===== src/rtl/dual_rail_uv_qualifier.sv =====
module dual_rail_uv_qualifier #(
  parameter int unsigned MAIN_FILT = 600,
  parameter int unsigned RAIL_FILT = 400,
  parameter int unsigned START_DLY = 8_000_000
) (
  input  logic       clk,
  input  logic       rst_n,
  input  logic       main_ok_i,
  input  logic [1:0] rail_ok_i,
  input  logic [1:0] ch_fault_i,
  output logic [1:0] supply_good_o,
  output logic [1:0] fault_clr_o,
  output logic       fault_n_o
);

  localparam int MW = $clog2(MAIN_FILT + 1);
  localparam int RW = $clog2(RAIL_FILT + 1);
  localparam int SW = $clog2(START_DLY + 1);
  localparam logic [MW-1:0] MAIN_LAST  = MW'(MAIN_FILT - 1);
  localparam logic [RW-1:0] RAIL_LAST  = RW'(RAIL_FILT - 1);
  localparam logic [SW-1:0] START_LAST = SW'(START_DLY - 1);

  logic [MW-1:0] main_lo_cnt;
  logic          main_uv_q;
  logic [SW-1:0] start_cnt;
  logic          ready_q;
  logic [1:0]    rail_uv_q;
  logic [1:0]    rail_hit;
  logic [1:0]    clr_q;
  logic          main_hit;

  assign main_hit = !main_ok_i && !main_uv_q && (main_lo_cnt == MAIN_LAST);

  always_ff @(posedge clk or negedge rst_n) begin
    if (!rst_n) begin
      main_lo_cnt <= '0;
      main_uv_q   <= 1'b1;
    end else begin
      if (main_ok_i || main_uv_q) main_lo_cnt <= '0;
      else                        main_lo_cnt <= main_lo_cnt + 1'b1;
      if (main_ok_i)     main_uv_q <= 1'b0;
      else if (main_hit) main_uv_q <= 1'b1;
    end
  end

  always_ff @(posedge clk or negedge rst_n) begin
    if (!rst_n) begin
      start_cnt <= '0;
      ready_q   <= 1'b0;
    end else begin
      if (!main_ok_i || ready_q) start_cnt <= '0;
      else                       start_cnt <= start_cnt + 1'b1;
      if (main_hit)                                          ready_q <= 1'b0;
      else if (main_ok_i && !ready_q && start_cnt == START_LAST) ready_q <= 1'b1;
    end
  end

  for (genvar g = 0; g < 2; g++) begin : g_rail
    logic [RW-1:0] lo_cnt;

    assign rail_hit[g] = !rail_ok_i[g] && !rail_uv_q[g] && (lo_cnt == RAIL_LAST);

    always_ff @(posedge clk or negedge rst_n) begin
      if (!rst_n) begin
        lo_cnt       <= '0;
        rail_uv_q[g] <= 1'b1;
      end else begin
        if (rail_ok_i[g] || rail_uv_q[g]) lo_cnt <= '0;
        else                              lo_cnt <= lo_cnt + 1'b1;
        if (rail_ok_i[g])     rail_uv_q[g] <= 1'b0;
        else if (rail_hit[g]) rail_uv_q[g] <= 1'b1;
      end
    end
  end

  always_ff @(posedge clk or negedge rst_n) begin
    if (!rst_n) clr_q <= '0;
    else        clr_q <= rail_hit | {2{main_hit}};
  end

  assign supply_good_o = {2{ready_q}} & ~rail_uv_q;
  assign fault_clr_o   = clr_q;
  assign fault_n_o     = ~|ch_fault_i;

endmodule


===== config.mk =====
export PLATFORM = sky130hd
export DESIGN_NAME = dual_rail_uv_qualifier
export DESIGN_NICKNAME = d
export VERILOG_FILES = /design/src/rtl/dual_rail_uv_qualifier.sv
export SDC_FILE = /design/constraint.sdc
export NUM_CORES = 1
export LEC_CHECK = 0
export CORE_ASPECT_RATIO = 1.5
export CORE_MARGIN = 2
export CORE_UTILIZATION = 59
export DETAILED_ROUTE_END_ITERATION = 6
export GPL_TIMING_DRIVEN = 1
export HOLD_SLACK_MARGIN = 0.02
export PLACE_DENSITY = 0.86
export SLEW_MARGIN = 20
export SYNTH_ARGS = -nofsm -noshare
export SYNTH_HDL_FRONTEND = slang
export SYNTH_SLANG_ARGS = --single-unit

===== constraint.sdc =====
create_clock -name clk -period 2.25 [get_ports clk]
set_input_delay 0.5625 -clock clk [delete_from_list [all_inputs] [get_ports clk]]
set_output_delay 0.5625 -clock clk [all_outputs]
set_load 0.05 [all_outputs]

==> summary by stage, run 1 <==
Outcome
The run finished with clean final reports.

Clock tree
Buffers added to address setup during post-CTS repair amount to 0. The clock reaches the later pin of the worst-skew pair after 0.33 ns. The root buffer cell chosen for the clock tree is clkbuf_8. Clock tree synthesis found a total of 57 sinks. In this run the deepest clock path goes through 2 buffers. The clock transition at the registers of the reported paths is 0.07 ns. The number of H-tree branching levels is 3. The clock tree from TritonCTS is yes.

TritonCTS created 9 clock buffers.

Global routing
The number of global-route vias before repair is 1960. Entering global routing, the biggest net connects slightly below 60 pins. The initial antenna violation count is 0. The total track usage is 22.7%. The wire length of the first global-routing pass is ~8700 um. Summed over all layers, the global routing overflow is 0.

Yosys
Synthesis produced a netlist with a net count of 280. The area share of the largest cell type after synthesis is 51.0%. The number of storage elements in the synthesis netlist is 57. During synthesis, Yosys emitted a total of 0 warnings. The synthesized design spends more area on one cell type than any other, namely dfrtp_1. The number of instances in the synthesized netlist is 269.

Sorting the synthesized cells by area gives the leading types as dfrtp_1 (51%), nor2_1 (5.9%), xnor2_1 (5.6%), xor2_1 (4.6%), nand3_1 (3.8%). The share of the Yosys chip area taken by registers is between 50% and 60%. The unique cell type count in the Yosys netlist is 33. The average instance in the mapped netlist occupies 9.85 um^2. The post-synth design cell area is around 0.0027 mm^2.

Floorplan
The floorplan die area is 0.00505 mm^2. The number of placement rows is 29. The number of I/O pins is 12. The area of the core region is 0.00428 mm^2. Once the floorplan was initialized, standard cells occupied between 60% and 70% of the core. The height of the die is roughly 86 um. The floorplan step set the die width to 58.7 um.

STA
The total negative setup slack is 0 ns. The maximum operating frequency is 0.495 GHz. The number of max-slew violations in the final report is 0.

The hold violation total from the final report came to 0. In the finished design, the share of the clock period the worst path needs comes to 89.8%. Setup repair after global routing left no endpoint under its margin. The final setup slack of the worst path is around 0.23 ns.

The minimum clock period after layout is 2.02 ns. The number of setup violations in the final report is 0. At the pin with the least slew margin, the transition time is between 0.5 and 0.6 ns. Between clock sinks in the finished design, the worst skew comes to 0.00733 ns. The relative slew slack is 66.6%.

Worst setup path
The slowest stage of the critical path belongs to the cell or4_1. For flop-to-flop paths, the worst setup slack is 0.23 ns. The worst setup path is launched from a flip-flop. The worst-case reg-to-reg path depth is 4. The critical register-to-register path startpoint is start_cnt[7]. The endpoint identified for the worst register-to-register timing path is start_cnt[22]. Counting stages on the worst path, the most repeated cell is or4_1. The largest single stage delay on the critical path is about 0.66 ns. The critical path data arrival time is 2.28 ns.

The critical path goes through nand4_2 > or4_1 > or4_1 > a21oi_1. The highest net fanout along the worst path is 8. By startpoint and endpoint, the worst setup path is classified as reg2reg. At the worst endpoint, the required time is 2.51 ns.

The category of the worst setup path capture point is a flip-flop.

Routing
The routed design has 4880 um of wire. After detailed routing, the average wire length per cell comes to 14.4 um. The count of antenna-violating nets left after detailed routing is 0. The number of search-and-repair iterations in the first detailed-routing pass is 4. Summing over every cut layer, the via total after detailed routing is 1975.

After detailed routing, the number of remaining DRC violations is 0. Using the TritonRoute via totals, the vias-per-cell ratio works out to 5.83. In this run, the number of DRC markers left after iteration 0 of detailed routing was 108.

Power
Internal power comes to between 1.5 and 2 mW. The clock network fraction of design power is 42.1%. The fraction of power consumed by combinational cells is 5.4%. Power spread over the standard cell area amounts to 666 mW/mm^2. Of the total power, the share spent switching nets is 23.9%. Registers are responsible for 52.5% of the overall power.

Summed over all cells, the static leakage comes to 1.30 nW. The worst-case vdd ir drop is ~570 uV. The analysis attributes to net switching a power of around 0.48 mW.

Place
At the end of routability-driven placement, the weighted congestion stood at roughly 0.8. The HPWL after detailed placement is ~3300 um. Port buffering added 11 buffers.

Before CTS, the worst setup slack after placement is 0.225 ns. The post-place instance area is approximately 0.0028 mm^2. The number of placed instances with taps included is 323.

Flow run
The total of max-cap violations is 0.

Layout
After routing the design area is between 0.003 and 0.004 mm^2. The antenna diode count is 0. From synthesis to final layout, the design area changed by 14.4%. Excluding fillers, the count of instances in the completed layout stands at 339. The layout has 303 filler cells. Measured on the finished design, the core utilization comes to 70.8%.

In the final layout, the multi-input gates occupy 0.00114 mm^2. In the final layout, the share of cells above drive strength 1 is 11.6%. After the last flow step, the layout net total stands at 299. The sequential cells in the finished layout cover a total of 0.00143 mm^2.

Min path
The worst hold path belongs to the class in2async.
-- power by group through the flow --
stage / registers [mW] / clock network (mW) / logic [mW]
2_1_floorplan: 1.07 / 0 / 0.0571
3_3_place_gp: 1.07 / 0 / 0.106
3_5_place_dp: 1.08 / 0 / 0.111
4_1_cts: 1.06 / 0.869 / 0.112
5_1_grt: 1.06 / 0.924 / 0.123
6_report: 1.06 / 0.851 / 0.109
-- worst max path at each step --
stage / to / start / depth (start not counted)
floorplan: start_cnt[22] / start_cnt[0] / 6
global placement: start_cnt[22] / start_cnt[0] / 5
detailed placement: start_cnt[22] / start_cnt[0] / 5
CTS: supply_good_o[0] / ready_q / 2
global route: start_cnt[22] / start_cnt[0] / 5
finish: start_cnt[22] / start_cnt[7] / 4
-- sequential cells by signal, summed over array words and instances, names as in the netlist --
register,cells
main_lo_cnt,10
ready_q,1
main_uv_q,1
rail_uv_q,2
start_cnt,23
fault_clr_o,2
g_rail.lo_cnt,18
-- placed cells by master (no fill, tap or decap), drive strengths merged, types with 2 or more instances in the layout --
cell            n
nand3          20
xor2           14
nor4b           3
or3            12
nor3            4
dfrtp          54
clkdlybuf4s50   7
xnor2          17
inv            13
dfstp           3
ha              4
a21oi          14
nor2           42
and3            6
clkbuf         11
clkinv          3
nor4            5
o21ai          12
or2             5
clkinvlp        2
nand4           8
nor2b           2
nand2           9
buf             8
dlymetal6s2s    2
or4             3
-- kinds of logic after synthesis --
kind of cell / synth area share, %
AO/OA/AOI/OAI: 6.09
buffers and inverters: 3.16
XOR/XNOR: 10.2
flip-flops: 54.0
AND/OR/NAND/NOR: 24.6
adder cells (fa/ha/maj): 1.89
-- timing repair --
| item | CTS | global route |
|---|---|---|
| hold buffers | 0 | 0 |
| setup endpoints to repair | 0 | 2 |
| gates resized for setup | 0 | 2 |
-- worst max-delay path, delay by kind of cell, from the launching register on --
family             cells  cell delay (ns)
AOI/OAI and AO/OA      1             0.15
DFF                    1             0.44
and+or+nand+nor        3             1.36
-- cell type report --
type,instances,area share [%]
flip-flops and latches,57,47.2
multi-input cells,190,37.5
repair buffers,17,5.86
clock buffers,11,4.99
well taps,46,1.90
inverters,13,1.61
clock inverters,5,0.991
-- through the flow --
stage | hold slack [ns] | total power [mW]
floorplan | 0.267 | 1.13
global placement | 0.443 | 1.18
detailed placement | 0.455 | 1.19
CTS | 0.228 | 2.04
global route | 0.234 | 2.11
finish | 0.216 | 2.02
-- cells in the mapped netlist --
cell type  instances
a211oi_1           1
a21oi_1           14
a31o_2             1
and2_1             1
and3_1             6
and4_1             1
and4b_1            1
buf_2              1
clkbuf_1           8
dfrtp_1           54
dfstp_2            3
ha_1               4
inv_1             13
nand2_1            9
nand2b_1           1
nand3_1           20
nand4_1            7
nand4_2            1
nor2_1            42
nor2b_1            2
nor3_1             4
nor3b_1            1
nor4_1             5
nor4b_1            3
nor4bb_1           1
o21a_1             1
o21ai_0           12
o31ai_1            1
or2_2              5
or3_1             12
or4_1              3
xnor2_1           17
xor2_1            14
-- layer usage --
metal  part of all wire, %  global-route usage [%]
met1                    42                    27.4
met2                    53                    37.5
met3                   3.8                    6.64
met4                   1.6                    9.50
met5                     0                       0
No activity file was read; power rests on OpenSTA's default activity.
==> run 2: changes to the inputs <==
- CORE_UTILIZATION: 59 -> 62
- DONT_BUFFER_PORTS: not set -> 1
==> run 2 against run 1 <==
First-iteration DRC count fell by 16%. Maximum frequency rose by 1.6%. Utilization rose by 0.47 points. Final area fell by 1.9%. Routed wire length fell by 4.3%. Non-clock buffer count fell by 8. Sequential cell count did not move. Setup slack improved by 0.031 ns. Die area fell by 4.6%. Global-route usage fell by 0.13 points. Critical endpoint unchanged. Largest cell class unchanged.
==> summary by stage, run 2 (synthesis results as in run 1) <==
Clock tree
The post-cts resize count was 0 (unchanged). TritonCTS built the clock tree. The number of clock sinks seen by CTS is 57 (unchanged). The number of H-tree branching levels is 3 (unchanged). The total clock buffers created by CTS came to 9 (unchanged). The source-to-sink clock delay at the later pin of the worst-skew pair is 0.33 ns (about the same). Clock tree synthesis selected as its root buffer the cell clkbuf_8. The clock tree buffer depth was 2 (unchanged). The clock transition at the registers of the reported paths is 0.07 ns (about the same).

Place
The number of port buffers is 0 (-11). The half-perimeter wire length after placement is 3120 um (-6.2%). The post-place instance area was 0.00273 mm^2 (-4.0%). The number of placed instances with taps included is 314 (-2.8%).

The placer congestion estimate is 0.854 (+4.1%).

Flow run
The total of max-cap violations came to 0 (unchanged).

Global routing
The number of global-route vias before repair is 1928 (-1.6%). The global-route congestion overflow total is 0 (unchanged). The wire length of the first global-routing pass is 8310 um (-4.4%). The global-route track usage on met3 is 5.12% (-1.5 points). The met2 demand-to-capacity share in global routing is 35.4% (-2.0 points). The met1 global-route usage is 27.0% (-0.35 points). The pin count of the biggest net entering global routing is 55 (-5.2%). The initial antenna violation count was 0 (unchanged). The most crowded layer after global routing is met2.

The total track usage was 22.6% (-0.13 points).

Routing
The via total after detailed routing is 1934 (-2.1%). The wire length per cell is 14.1 um (-2.0%). The number of DRC markers after the initial detailed-route iteration was 91 (-16%).

The count of antenna-violating nets left after detailed routing is 0 (unchanged). The number of search-and-repair iterations in the first detailed-routing pass was 4 (unchanged). The average via count per standard cell is 5.84 (+0.29%). The number of remaining DRC errors is 0 (unchanged). The total wire length is 4660 um (-4.3%).

STA
The transition time at the pin with the least slew margin is 0.440 ns (-0.0598 ns). The number of setup violations in the final report came to 0 (unchanged). The number of max-slew violations in the final report is 0 (unchanged). The clock skew after layout is 0.0118 ns (+0.00444 ns). Setup repair after global routing left no endpoint under its margin.

The hold violation total from the final report came to 0 (unchanged). The relative slew slack is 70.7% (+4.1 points). The minimum clock period after layout is 1.99 ns (-0.0314 ns).

The maximum operating frequency was 0.503 GHz (+1.6%). The fraction of the cycle the final worst path needs is 88.4% (-1.4 points). The total negative setup slack is 0 ns (unchanged).

Layout
The footprint of the flip-flops and latches was 0.00143 mm^2 (unchanged). In the layout the commonest cells are dfrtp_1 (54), nor2_1 (42), nand3_1 (20), xnor2_1 (17). The area of the multi-input gates is 0.00114 mm^2 (unchanged). The filler cell count in the final layout is 291 (-4.0%). The register name with the most flops is start_cnt. The final standard cell area without fillers is 0.00297 mm^2 (-1.9%). The number of flip-flops in the largest register is 23 (unchanged). The largest registers in the layout are start_cnt (23), g_rail.lo_cnt (18), main_lo_cnt (10).

The count of nets after finishing came to 291 (-2.7%). The leading cell type in the layout, fill and taps excluded is dfrtp_1. The antenna diode count was 0 (unchanged).

The layout cell share with drive strength beyond 1 is 11.2% (-0.38 points). The non-filler instance count after layout is 331 (-2.4%). The area growth from synthesis to layout is 12.2%.

Floorplan
The area of the core region is 0.00417 mm^2 (-2.5%). The number of I/O pins is 12 (unchanged). The floorplan die area is 0.00482 mm^2 (-4.6%). The number of placement rows is 29 (unchanged). The initial core utilization is 63.5% (+1.6 points). The width of the die was 57.4 um (-2.3%).

The height of the die is 84.1 um (-2.3%).

Worst setup path
By startpoint and endpoint, the worst setup path is classified as reg2reg. In this run the worst setup path begins at start_cnt[0]. In this run the critical register-to-register path is captured at start_cnt[22]. The required time at the endpoint of the critical path is 2.51 ns (about the same).

The worst reg-to-reg setup slack is 0.26 ns (+0.03 ns). The worst-case reg-to-reg path depth is 5 (+1). The highest net fanout along the worst path is 8 (unchanged). The critical path data arrival time was 2.25 ns (-0.03 ns). The category of the worst setup path capture point is a flip-flop.

The critical register-to-register path startpoint is start_cnt[0]. STA classifies the critical path startpoint as a flip-flop.

Power
The reported leakage power was 1.26 nW (-3.0%). The worst-case vdd ir drop came to 683 uV (+21%). The power density of the placed cells is 736 mW/mm^2 (+11%).

Min path
The worst hold path belongs to the class in2async.

Outcome
The run finished with clean final reports.
-- run 2: worst max-delay path by stage --
stage                     to  slack, ns  cells past startpoint
2_1_floorplan  start_cnt[22]       0.28                      6
3_3_place_gp   start_cnt[22]       0.31                      5
3_5_place_dp   start_cnt[22]       0.26                      5
4_1_cts        start_cnt[22]       0.25                      5
5_1_grt        start_cnt[22]       0.11                      5
6_report       start_cnt[22]       0.26                      5
-- run 2: what timing repair did --
item,in CTS,in global routing
endpoints found under the setup margin,0,0
endpoints found under the hold margin,54,0
hold buffers,1,0
buffers inserted,0,0
-- run 2: power by group --
group	internal, mW	switching (mW)	total, mW
logic	0.0307	0.0620	0.0927
clock network	0.653	0.386	1.04
registers	1.04	0.0138	1.06
-- run 2: area by class of cell --
type | count | share of cell area, %
Clock inverter | 3 | 2.19
Inverter | 13 | 1.64
Tap cell | 46 | 1.94
Clock buffer | 13 | 5.01
Sequential cell | 57 | 48.1
Multi-Input combinational cell | 190 | 38.2
Timing Repair Buffer | 9 | 2.94
-- run 2: worst max-delay path, cell delays in order (launching register included) --
cell	delay (ns)
dfrtp_1	0.38
ha_1	0.21
nand3_1	0.10
or4_1	0.59
or4_1	0.50
a21oi_1	0.14
-- run 2: metal layers --
layer  routed length [um]  up-vias
li1                     -      947
met1                 1940      939
met2                 2450       33
met3                  132       15
met4                  148        0
met5                    0        -
-- run 2: per-stage QoR --
step           hold WS [ns]  util (%)  setup slack, ns  power (mW)
6_report             0.0660      71.3            0.261        2.19
5_1_grt              0.0508      71.3            0.109        2.26
4_1_cts              0.0524      71.3            0.248        2.21
3_5_place_dp          0.268      65.5            0.261        1.15
2_1_floorplan         0.267         -            0.277        1.13
3_3_place_gp          0.268      65.5            0.312        1.14
